[src/rtl/axil_gpio_mode_pkg.sv]
// Package: shared constants and the output-mode type for the mode-selectable
// byte port. Assumes the register word width is 32 bits and responses are OKAY.
package axil_gpio_mode_pkg;

    // Decoded drive mode of the output pins
    typedef enum logic [1:0] {
        OM_COPY     = 2'd0,
        OM_INVERT   = 2'd1,
        OM_PAT_ODD  = 2'd2,
        OM_PAT_EVEN = 2'd3
    } out_mode_e;

    localparam logic [1:0] RESP_OKAY = 2'b00;

    // Control words that select a non-default mode
    localparam logic [31:0] CTRL_INVERT   = 32'h0000_0001;
    localparam logic [31:0] CTRL_PAT_ODD  = 32'h0000_0002;
    localparam logic [31:0] CTRL_PAT_EVEN = 32'h0000_0003;

endpackage

[src/rtl/gm_wr_ctrl.sv]
// gm_wr_ctrl: AXI4-Lite write-channel handler. It accepts AW and W
// independently, holds each until the other has arrived, then issues a
// one-cycle register write and raises BVALID in that same cycle.
// Assumes: a single outstanding write. AW and W are refused while a response
// is pending.
module gm_wr_ctrl #(
    parameter int ADDR_W = 12,
    parameter int DATA_W = 32,
    parameter int IDX_W  = 2,
    localparam int STRB_W = DATA_W / 8
) (
    input  logic              clk,
    input  logic              rst_n,
    input  logic [ADDR_W-1:0] awaddr,
    input  logic              awvalid,
    output logic              awready,
    input  logic [DATA_W-1:0] wdata,
    input  logic [STRB_W-1:0] wstrb,
    input  logic              wvalid,
    output logic              wready,
    output logic              bvalid,
    input  logic              bready,
    output logic              wr_en,
    output logic [IDX_W-1:0]  wr_idx,
    output logic [DATA_W-1:0] wr_data,
    output logic [STRB_W-1:0] wr_strb
);

    logic aw_held;
    logic w_held;
    logic bvalid_q;
    logic unused_aw_bits;

    assign unused_aw_bits = ^{awaddr[ADDR_W-1:IDX_W+2], awaddr[1:0]};

    assign awready = !aw_held && !bvalid_q;
    assign wready  = !w_held && !bvalid_q;
    assign wr_en   = aw_held && w_held;
    assign bvalid  = bvalid_q;

    // Capture address and data, commit the write once both are held, track the response
    always_ff @(posedge clk) begin
        if (!rst_n) begin
            aw_held  <= 1'b0;
            w_held   <= 1'b0;
            bvalid_q <= 1'b0;
            wr_idx   <= '0;
            wr_data  <= '0;
            wr_strb  <= '0;
        end else begin
            if (wr_en) begin
                aw_held  <= 1'b0;
                w_held   <= 1'b0;
                bvalid_q <= 1'b1;
            end else begin
                if (awvalid && awready) begin
                    aw_held <= 1'b1;
                    wr_idx  <= awaddr[IDX_W+1:2];
                end
                if (wvalid && wready) begin
                    w_held  <= 1'b1;
                    wr_data <= wdata;
                    wr_strb <= wstrb;
                end
                if (bvalid_q && bready) begin
                    bvalid_q <= 1'b0;
                end
            end
        end
    end

endmodule

[src/rtl/gm_regbank.sv]
// gm_regbank: bank of NUM_REGS words with per-byte write enables.
// Assumes: at most one write per cycle, presented by gm_wr_ctrl. Reset
// clears every word.
module gm_regbank #(
    parameter int NUM_REGS = 4,
    parameter int DATA_W   = 32,
    localparam int IDX_W   = $clog2(NUM_REGS),
    localparam int STRB_W  = DATA_W / 8
) (
    input  logic                              clk,
    input  logic                              rst_n,
    input  logic                              wr_en,
    input  logic [IDX_W-1:0]                  wr_idx,
    input  logic [DATA_W-1:0]                 wr_data,
    input  logic [STRB_W-1:0]                 wr_strb,
    output logic [NUM_REGS-1:0][DATA_W-1:0]   regs
);

    for (genvar r = 0; r < NUM_REGS; r++) begin : g_word
        logic [DATA_W-1:0] word_q;
        logic              hit;

        assign hit     = wr_en && (wr_idx == IDX_W'(r));
        assign regs[r] = word_q;

        // Store the strobed bytes of a write aimed at this word
        always_ff @(posedge clk) begin
            if (!rst_n) begin
                word_q <= '0;
            end else if (hit) begin
                for (int b = 0; b < STRB_W; b++) begin
                    if (wr_strb[b]) begin
                        word_q[b*8 +: 8] <= wr_data[b*8 +: 8];
                    end
                end
            end
        end
    end

endmodule

[src/rtl/gm_rd_ctrl.sv]
// gm_rd_ctrl: AXI4-Lite read-channel handler with a registered read mux.
// The word at LIVE_IDX returns its stored upper bits with the live input
// pins in its low bits. The other words return their stored value.
// Assumes: a single outstanding read. The input pins are sampled at the AR
// handshake.
module gm_rd_ctrl #(
    parameter int ADDR_W   = 12,
    parameter int DATA_W   = 32,
    parameter int NUM_REGS = 4,
    parameter int PIN_W    = 8,
    parameter int LIVE_IDX = 1,
    localparam int IDX_W   = $clog2(NUM_REGS)
) (
    input  logic                            clk,
    input  logic                            rst_n,
    input  logic [ADDR_W-1:0]               araddr,
    input  logic                            arvalid,
    output logic                            arready,
    output logic [DATA_W-1:0]               rdata,
    output logic                            rvalid,
    input  logic                            rready,
    input  logic [NUM_REGS-1:0][DATA_W-1:0] regs,
    input  logic [PIN_W-1:0]                pin_in
);

    logic [IDX_W-1:0]  sel;
    logic [DATA_W-1:0] mux_word;
    logic              rvalid_q;
    logic              unused_ar_bits;

    assign unused_ar_bits = ^{araddr[ADDR_W-1:IDX_W+2], araddr[1:0]};
    assign sel     = araddr[IDX_W+1:2];
    assign arready = !rvalid_q;
    assign rvalid  = rvalid_q;

    // Pick the word to return, splicing in the live pins for the mixed register
    always_comb begin
        if (sel == IDX_W'(LIVE_IDX)) begin
            mux_word = {regs[sel][DATA_W-1:PIN_W], pin_in};
        end else begin
            mux_word = regs[sel];
        end
    end

    // Launch read data on the address handshake and hold it until it is taken
    always_ff @(posedge clk) begin
        if (!rst_n) begin
            rvalid_q <= 1'b0;
            rdata    <= '0;
        end else if (arvalid && arready) begin
            rvalid_q <= 1'b1;
            rdata    <= mux_word;
        end else if (rvalid_q && rready) begin
            rvalid_q <= 1'b0;
        end
    end

endmodule

[src/rtl/gm_out_drive.sv]
// gm_out_drive: combinational output-pin driver. It decodes the full control
// word into a mode and forms the pins from the input or a fixed pattern.
// Assumes: every undefined control value means copy. No clocked state.
module gm_out_drive #(
    parameter int DATA_W = 32,
    parameter int PIN_W  = 8
) (
    input  logic [DATA_W-1:0] ctrl,
    input  logic [PIN_W-1:0]  pin_in,
    output logic [PIN_W-1:0]  pin_out
);
    import axil_gpio_mode_pkg::*;

    logic [PIN_W-1:0] pat_odd;
    logic [PIN_W-1:0] pat_even;
    out_mode_e        mode;

    for (genvar i = 0; i < PIN_W; i++) begin : g_pat
        assign pat_odd[i]  = (i % 2) == 1;
        assign pat_even[i] = (i % 2) == 0;
    end

    // Decode the full control word into a drive mode
    always_comb begin
        if (ctrl == DATA_W'(CTRL_INVERT)) begin
            mode = OM_INVERT;
        end else if (ctrl == DATA_W'(CTRL_PAT_ODD)) begin
            mode = OM_PAT_ODD;
        end else if (ctrl == DATA_W'(CTRL_PAT_EVEN)) begin
            mode = OM_PAT_EVEN;
        end else begin
            mode = OM_COPY;
        end
    end

    // Form the output pins for the decoded mode
    always_comb begin
        unique case (mode)
            OM_INVERT:   pin_out = ~pin_in;
            OM_PAT_ODD:  pin_out = pat_odd;
            OM_PAT_EVEN: pin_out = pat_even;
            default:     pin_out = pin_in;
        endcase
    end

endmodule

[src/rtl/axil_gpio_mode.sv]
// axil_gpio_mode: AXI4-Lite peripheral with four 32-bit registers, an input
// and output pin group and a level interrupt. Register 0 picks the output
// drive mode, register 1 reads back the live input in its low byte, and the
// interrupt mirrors input bit 0.
// Assumes: one outstanding transaction per direction and a synchronous
// active-low reset.
module axil_gpio_mode #(
    parameter int ADDR_W   = 12,
    parameter int DATA_W   = 32,
    parameter int NUM_REGS = 4,
    parameter int PIN_W    = 8,
    localparam int IDX_W   = $clog2(NUM_REGS),
    localparam int STRB_W  = DATA_W / 8
) (
    input  logic              clk,
    input  logic              rst_n,
    input  logic [ADDR_W-1:0] s_axi_awaddr,
    input  logic              s_axi_awvalid,
    output logic              s_axi_awready,
    input  logic [DATA_W-1:0] s_axi_wdata,
    input  logic [STRB_W-1:0] s_axi_wstrb,
    input  logic              s_axi_wvalid,
    output logic              s_axi_wready,
    output logic [1:0]        s_axi_bresp,
    output logic              s_axi_bvalid,
    input  logic              s_axi_bready,
    input  logic [ADDR_W-1:0] s_axi_araddr,
    input  logic              s_axi_arvalid,
    output logic              s_axi_arready,
    output logic [DATA_W-1:0] s_axi_rdata,
    output logic [1:0]        s_axi_rresp,
    output logic              s_axi_rvalid,
    input  logic              s_axi_rready,
    input  logic [PIN_W-1:0]  pin_in,
    output logic [PIN_W-1:0]  pin_out,
    output logic              irq_out
);
    import axil_gpio_mode_pkg::*;

    logic                            wr_en;
    logic [IDX_W-1:0]                wr_idx;
    logic [DATA_W-1:0]               wr_data;
    logic [STRB_W-1:0]               wr_strb;
    logic [NUM_REGS-1:0][DATA_W-1:0] regs;
    logic [DATA_W-1:0]               ctrl_word;

    assign ctrl_word   = regs[0];
    assign s_axi_bresp = RESP_OKAY;
    assign s_axi_rresp = RESP_OKAY;
    assign irq_out     = pin_in[0];

    gm_wr_ctrl #(.ADDR_W(ADDR_W), .DATA_W(DATA_W), .IDX_W(IDX_W)) u_wr (
        .clk     (clk),
        .rst_n   (rst_n),
        .awaddr  (s_axi_awaddr),
        .awvalid (s_axi_awvalid),
        .awready (s_axi_awready),
        .wdata   (s_axi_wdata),
        .wstrb   (s_axi_wstrb),
        .wvalid  (s_axi_wvalid),
        .wready  (s_axi_wready),
        .bvalid  (s_axi_bvalid),
        .bready  (s_axi_bready),
        .wr_en   (wr_en),
        .wr_idx  (wr_idx),
        .wr_data (wr_data),
        .wr_strb (wr_strb)
    );

    gm_regbank #(.NUM_REGS(NUM_REGS), .DATA_W(DATA_W)) u_bank (
        .clk     (clk),
        .rst_n   (rst_n),
        .wr_en   (wr_en),
        .wr_idx  (wr_idx),
        .wr_data (wr_data),
        .wr_strb (wr_strb),
        .regs    (regs)
    );

    gm_rd_ctrl #(
        .ADDR_W(ADDR_W), .DATA_W(DATA_W), .NUM_REGS(NUM_REGS),
        .PIN_W(PIN_W), .LIVE_IDX(1)
    ) u_rd (
        .clk     (clk),
        .rst_n   (rst_n),
        .araddr  (s_axi_araddr),
        .arvalid (s_axi_arvalid),
        .arready (s_axi_arready),
        .rdata   (s_axi_rdata),
        .rvalid  (s_axi_rvalid),
        .rready  (s_axi_rready),
        .regs    (regs),
        .pin_in  (pin_in)
    );

    gm_out_drive #(.DATA_W(DATA_W), .PIN_W(PIN_W)) u_out (
        .ctrl    (ctrl_word),
        .pin_in  (pin_in),
        .pin_out (pin_out)
    );

endmodule

[config.mk]
export PLATFORM = sky130hd
export DESIGN_NAME = axil_gpio_mode
export DESIGN_NICKNAME = d
export VERILOG_FILES = /design/src/rtl/axil_gpio_mode_pkg.sv /design/src/rtl/gm_wr_ctrl.sv /design/src/rtl/gm_regbank.sv /design/src/rtl/gm_rd_ctrl.sv /design/src/rtl/gm_out_drive.sv /design/src/rtl/axil_gpio_mode.sv
export SDC_FILE = /design/constraint.sdc
export NUM_CORES = 1
export LEC_CHECK = 0
export BUFFER_PORTS_ARGS = -buffer_cell sky130_fd_sc_hd__buf_2
export CAP_MARGIN = 30
export CORE_MARGIN = 3
export CORE_UTILIZATION = 40
export DETAILED_ROUTE_END_ITERATION = 7
export PLACE_DENSITY = 0.61
export SYNTH_ARGS = -nofsm -noshare
export SYNTH_HDL_FRONTEND = slang
export SYNTH_SLANG_ARGS = --single-unit
[constraint.sdc]
create_clock -name clk -period 2.2 [get_ports clk]
set_input_delay 0.11 -clock clk [delete_from_list [all_inputs] [get_ports clk]]
set_output_delay 0.11 -clock clk [all_outputs]
set_load 0.02 [all_outputs]
Yosys cells after proc, flatten, opt, wreduce, memory -nomap -nowiden
Index checks and enable logic that the tools add are counted.
W data, S select, Z words.
- bitwise logic cells: 3
- multiply operators: 0
- equality and inequality tests: 10
- shifts and indexed selects: 0
- div/mod/pow operators: 0
- mux-type cells: 11
- magnitude comparators: 1
- add/sub/neg operators: 0
- reduce and logical (&&, ||, !) cells: 38
- operators with widths (kind ; count):
    $bmux W32 S2 ; 1
    $eq A32 B2 Y1 const B ; 2
    $reduce_and A2 Y1 ; 18
    $eq A32 B1 Y1 const B ; 1
    $mux W32 ; 1
    $pmux W8 S3 ; 1
    $logic_and A1 B1 Y1 ; 12
    $eq A2 B2 Y1 const B ; 4
    $mux W8 ; 1
    $not A8 Y8 ; 1
    $eq A2 B1 Y1 const B ; 3
    $mux W2 ; 3
    $logic_not A1 Y1 ; 4
    $mux W1 ; 4
    $reduce_bool A2 Y1 ; 2
    $lt A2 B3 Y1 const B ; 1
    $logic_not A2 Y1 ; 1
    $not A1 Y1 ; 2
    $reduce_or A2 Y1 ; 1
- bits in writable memories: 0
- logic and storage cells: 87
- latch bits: 0
- output and inout port bits: 50
- register bits after elaboration: 202
- ROM bits: 0
- memories kept: 0

Longest topological paths before layout
- depth after elaboration: 6
- depth in mapped cells: 6
- mapped depth without buffers: 5

Cells and area by module
A second synthesis with hierarchy kept.
- cell total of the unflattened synthesis: 881
- area, all modules: 8767.2 µm²
- by module, submodules not included (module ; cells an instance ; area each (µm²) ; instances):
    gm_regbank ; 465 ; 4798.4 ; 1
    gm_rd_ctrl ; 187 ; 1923.1 ; 1
    gm_wr_ctrl ; 179 ; 1677.9 ; 1
    gm_out_drive ; 44 ; 326.6 ; 1
    axil_gpio_mode ; 6 ; 41.3 ; 1

Worst setup path before layout
Ideal clock, no wire load.
- path type: reg2reg
- start point: reg u_wr.bvalid_q, in the netlist u_wr.bvalid
- end point: reg u_wr.wr_strb[0]
- cell stages (with the launch flop): 7
- arrival time: 1.432 ns
- setup time: 0.076 ns
- period minus slack after synthesis: 1.508 ns
- setup slack: 0.692 ns
- data required time: 2.124 ns
- cell sequence: dfxtp_1 -> nor2_1 -> and2_1 -> buf_2 -> buf_2 -> nand2_1 -> a21boi_0
- word-level cells in the longest chain between the ends: 4
- RTL lines (element ; RTL line ; text):
    start, declared ; gm_wr_ctrl.sv:31 ; logic bvalid_q;
    start signal, assigned ; gm_wr_ctrl.sv:46 ; bvalid_q <= 1'b0;
    start signal, assigned ; gm_wr_ctrl.sv:54 ; bvalid_q <= 1'b1;
    start signal, assigned ; gm_wr_ctrl.sv:66 ; bvalid_q <= 1'b0;
    $logic_not A1 Y1 ; gm_wr_ctrl.sv:37 ; assign wready = !w_held && !bvalid_q;
    $logic_and A1 B1 Y1 ; gm_wr_ctrl.sv:37 ;
    named net s_axi_wready ; axil_gpio_mode.sv:23 ; output logic s_axi_wready,
    $logic_and A1 B1 Y1 ; gm_wr_ctrl.sv:60 ; if (wvalid && wready) begin
    $reduce_and A2 Y1 (no line) ; - ;
    end signal, assigned ; gm_wr_ctrl.sv:63 ; wr_strb <= wstrb;
    end, declared ; gm_wr_ctrl.sv:26 ; output logic [STRB_W-1:0] wr_strb
The timed path passes the listed nets, and every way through them passes these cells.
A chain may end at the register's enable or synchronous reset.

Worst setup path in the final report
- start point: reg u_bank.g_word[0].word_q[13]
- end point: out pin_out[2]
- word-level cells in the longest chain between the ends: 6
- RTL lines (element ; RTL line ; text):
    start, declared ; gm_regbank.sv:20 ; logic [DATA_W-1:0] word_q;
    start signal, assigned by index ; gm_regbank.sv:33 ; word_q[b*8 +: 8] <= wr_data[b*8 +: 8];
    $eq A32 B2 Y1 ; gm_out_drive.sv:29 ; end else if (ctrl == DATA_W'(CTRL_PAT_EVEN)) begin
    $mux W2 ; gm_out_drive.sv:29 ;
    $mux W2 ; gm_out_drive.sv:27 ; end else if (ctrl == DATA_W'(CTRL_PAT_ODD)) begin
    $mux W2 (*) ; gm_out_drive.sv:25 ; if (ctrl == DATA_W'(CTRL_INVERT)) begin
    $eq A2 B2 Y1 or $eq A2 B1 Y1 (tied branches) ; gm_out_drive.sv:38 ; unique case (mode)
    $pmux W8 S3 (*) ; gm_out_drive.sv:38 ;
    end, declared ; axil_gpio_mode.sv:35 ; output logic [PIN_W-1:0] pin_out,
Mark *: on every way between the ends. The rest lies on a longest branch, timed or not.

==> results.toml <==
[status]
status = "finished with violations"
violations = "negative setup slack"

[timing]
finalMaxSlewViolations = 0
fin_ws_ns = -0.0239
setup_tns_ns = -0.0239
clock_skew_ns = 0.00780
fmax_mhz = 450
hold_viol_final = 0
fin_crit_sh = 1.01
setup_viol = 1
fin_crit_ns = 2.22
rsz0062_at_grt = "yes"

[min_path]
min_to = "u_wr.aw_held"
hold_depth = 3
hold_class = "primary input to register"
min_from = "s_axi_awvalid"

[power_and_ir_drop]
p_leak_nw = 3.69
peakVddDrop_mv = 0.498
powerDensity_nw_per_um2 = 693
finalPower_w = 0.00716

[synth]
synthTopCellsByCount = "nand2_1 (279), dfxtp_1 (194), a21boi_0 (143)"
yosysTopAreaCellShare = 0.454
yosys.area.top_type = "dfxtp_1"
synth_area_leaders = "dfxtp_1 (45%), a21boi_0 (13%), nand2_1 (12%)"
avgSynthCellArea_um2 = 8.97
synth.most_common_cell = "nand2_1"
synth_flop_cell = "dfxtp_1"
syn_inst = 954
synth_seq_cells = 194
syn_area_um2 = 8560
ys_types = 33
synth-async-reset-ratio = 0
ys_warn_count = 0
synth-edff-count = 0
yosysSeqAreaShare = 0.454

[cts]
cts-root-buf = "clkbuf_16"
clk_pin_slew_ns = 0.07
clock_latency_ns = 0.43
htreeDepth = 4
clock_path_buffers = 2
clock-sinks = 194
cts_tree = "done"
cts_buffers = 17

[setup_path]
startpoint_type = "register"
r2r_start = "u_wr.wr_idx[1]"
r2r_cells = 5
crit_start = "u_bank.g_word[0].word_q[13]"
critPathMaxStageDelay_ns = 0.34
critPathMostFrequentCell = "buf_6"
critPathKind = "register to primary output"
r2r_slack_ns = 0.47
r2r_end = "u_bank.g_word[2].word_q[15]"
required_ns = 2.09
cp_data_arrival_time_ns = 2.11
crit_chain = "nor4_4 -> buf_4 -> nand4_1 -> nor2_2 -> buf_6 -> mux2i_1 -> nand2_1 -> buf_6"
cp_max_fo = 8
cp-end-kind = "primary output"
crit_slowest_cell = "dfxtp_2"

[floorplanning]
row_count = 52
core_um2 = 20600
start_util = 0.415
fp.dieArea_um2 = 23200
die_y_um = 152
die_w_um = 152
pin_count = 125

[layout]
final_nets = 1151
antenna_cells = 0
drive_gt1_frac = 0.201
finalInstanceArea_um2 = 10300
area_delta_synth_final_pct = 20.8

[global_routing]
grt_max_degree = 60
gr-total-overflow = 0
antenna_found_initial = 0
track_usage = 0.188
grt_pass1_vias = 6699
grt_pass1_wl_mm = 35.8

[placed_design]
place_congestion = 0.786
dp_hpwl_mm = 14.2
place_area_um2 = 9240
io_buffers = 100
dp_worst_setup_slack_ns = 0.302

[detailed_routing]
totalWireLength_mm = 21.9
ant_nets = 0
drtIter0Drc = 384
drtPass1Iterations = 4
vias = 6970
avgViaCountPerCell = 5.13
drc_errors = 0
routedWlPerCell_um = 16.1

[run]
max_cap_violations = 0
-- critical path, delay by kind of cell, from the launching register on --
family	cells	cell delay (ns)
and+or+nand+nor	4	0.67
DFF	1	0.34
muxes	1	0.23
buffers and inverters	3	0.45
-- state kept, by name, indices dropped and copies added, names as in the netlist --
register / cells
u_wr.aw_held: 1
u_wr.wr_idx: 2
u_wr.wr_data: 32
u_rd.rdata: 32
u_bank.g_word.word_q: 120
u_rd.rvalid: 1
u_wr.bvalid: 1
u_wr.w_held: 1
u_wr.wr_strb: 4
-- metal layers --
layer | wire [um] | vias up | global-route usage
met1 | 10500 | 3256 | 0.261
li1 | - | 3533 | -
met4 | 189 | 0 | 0.0432
met5 | 0 | - | 0
met3 | 896 | 13 | 0.0361
met2 | 10300 | 168 | 0.307
-- metrics by stage --
stage / util / hold slack, ns / instances
final: 0.501 / 0.105 / 1359
after global routing: 0.501 / 0.108 / 1359
after CTS: 0.498 / 0.0875 / 1358
after detailed placement: 0.448 / 0.369 / 1283
after global placement: 0.448 / 0.364 / 1283
after floorplan: - / 0.248 / 957
-- how the worst max path moves through the flow --
stage / cells past startpoint / endpoint / slack, ns
3_5_place_dp: 5 / pin_out[1] / 0.30
4_1_cts: 8 / pin_out[4] / -0.001
2_1_floorplan: 6 / u_wr.wr_strb[0] / 0.69
3_3_place_gp: 6 / pin_out[5] / 0.33
6_report: 8 / pin_out[2] / -0.02
5_1_grt: 8 / pin_out[0] / -0.11
-- where the power goes --
part | total (W) | leakage (nW) | switching (W) | internal, W
Sequential | 0.00365 | 1.57 | 0.0000875 | 0.00357
Combinational | 0.000599 | 1.85 | 0.000334 | 0.000265
Clock | 0.00291 | 0.267 | 0.00143 | 0.00148
Total | 0.00716 | 3.69 | 0.00185 | 0.00531
-- logic make-up after synthesis --
group	synth area share
and+or+nand+nor	0.222
AOI/OAI and AO/OA	0.178
DFF	0.454
buffers and inverters	0.0551
muxes	0.0901
other	0.000438
-- cells in the final DEF (no fill, tap or decap), types with 3 or more instances in the layout --
cell type	instances
a21boi_0	143
inv_6	5
nor2_1	9
nor2b_1	7
buf_2	92
a31oi_1	4
nand3_1	120
dfxtp_1	190
dfxtp_2	4
buf_6	9
dlygate4sd3_1	41
conb_1	4
and2_1	3
clkbuf_16	17
buf_4	31
nor4_2	4
mux4_2	32
nor3_4	3
nand2_1	279
buf_12	4
clkinv_4	5
o21ai_0	4
mux2i_1	5
o21a_1	5
a21boi_1	47
-- layout make-up --
cell class / count / area, um^2
inverter: 2 / 7.51
fill: 1946 / 10300
clock inverter: 15 / 124
tap: 270 / 338
clock buffer: 17 / 425
multi-input combinational: 684 / 4270
sequential: 194 / 3890
timing repair buffer: 177 / 1280
-- timing repair --
| item | 4_1_cts | 5_1_grt |
|---|---|---|
| pin swaps | 4 | 2 |
| hold endpoints to repair | 40 | 0 |
| buffers inserted | 2 | 1 |
| hold buffers | 41 | 0 |
| endpoints found under the setup margin | 8 | 8 |
| gates resized for setup | 12 | 16 |
(Power assumes the default switching activity.)
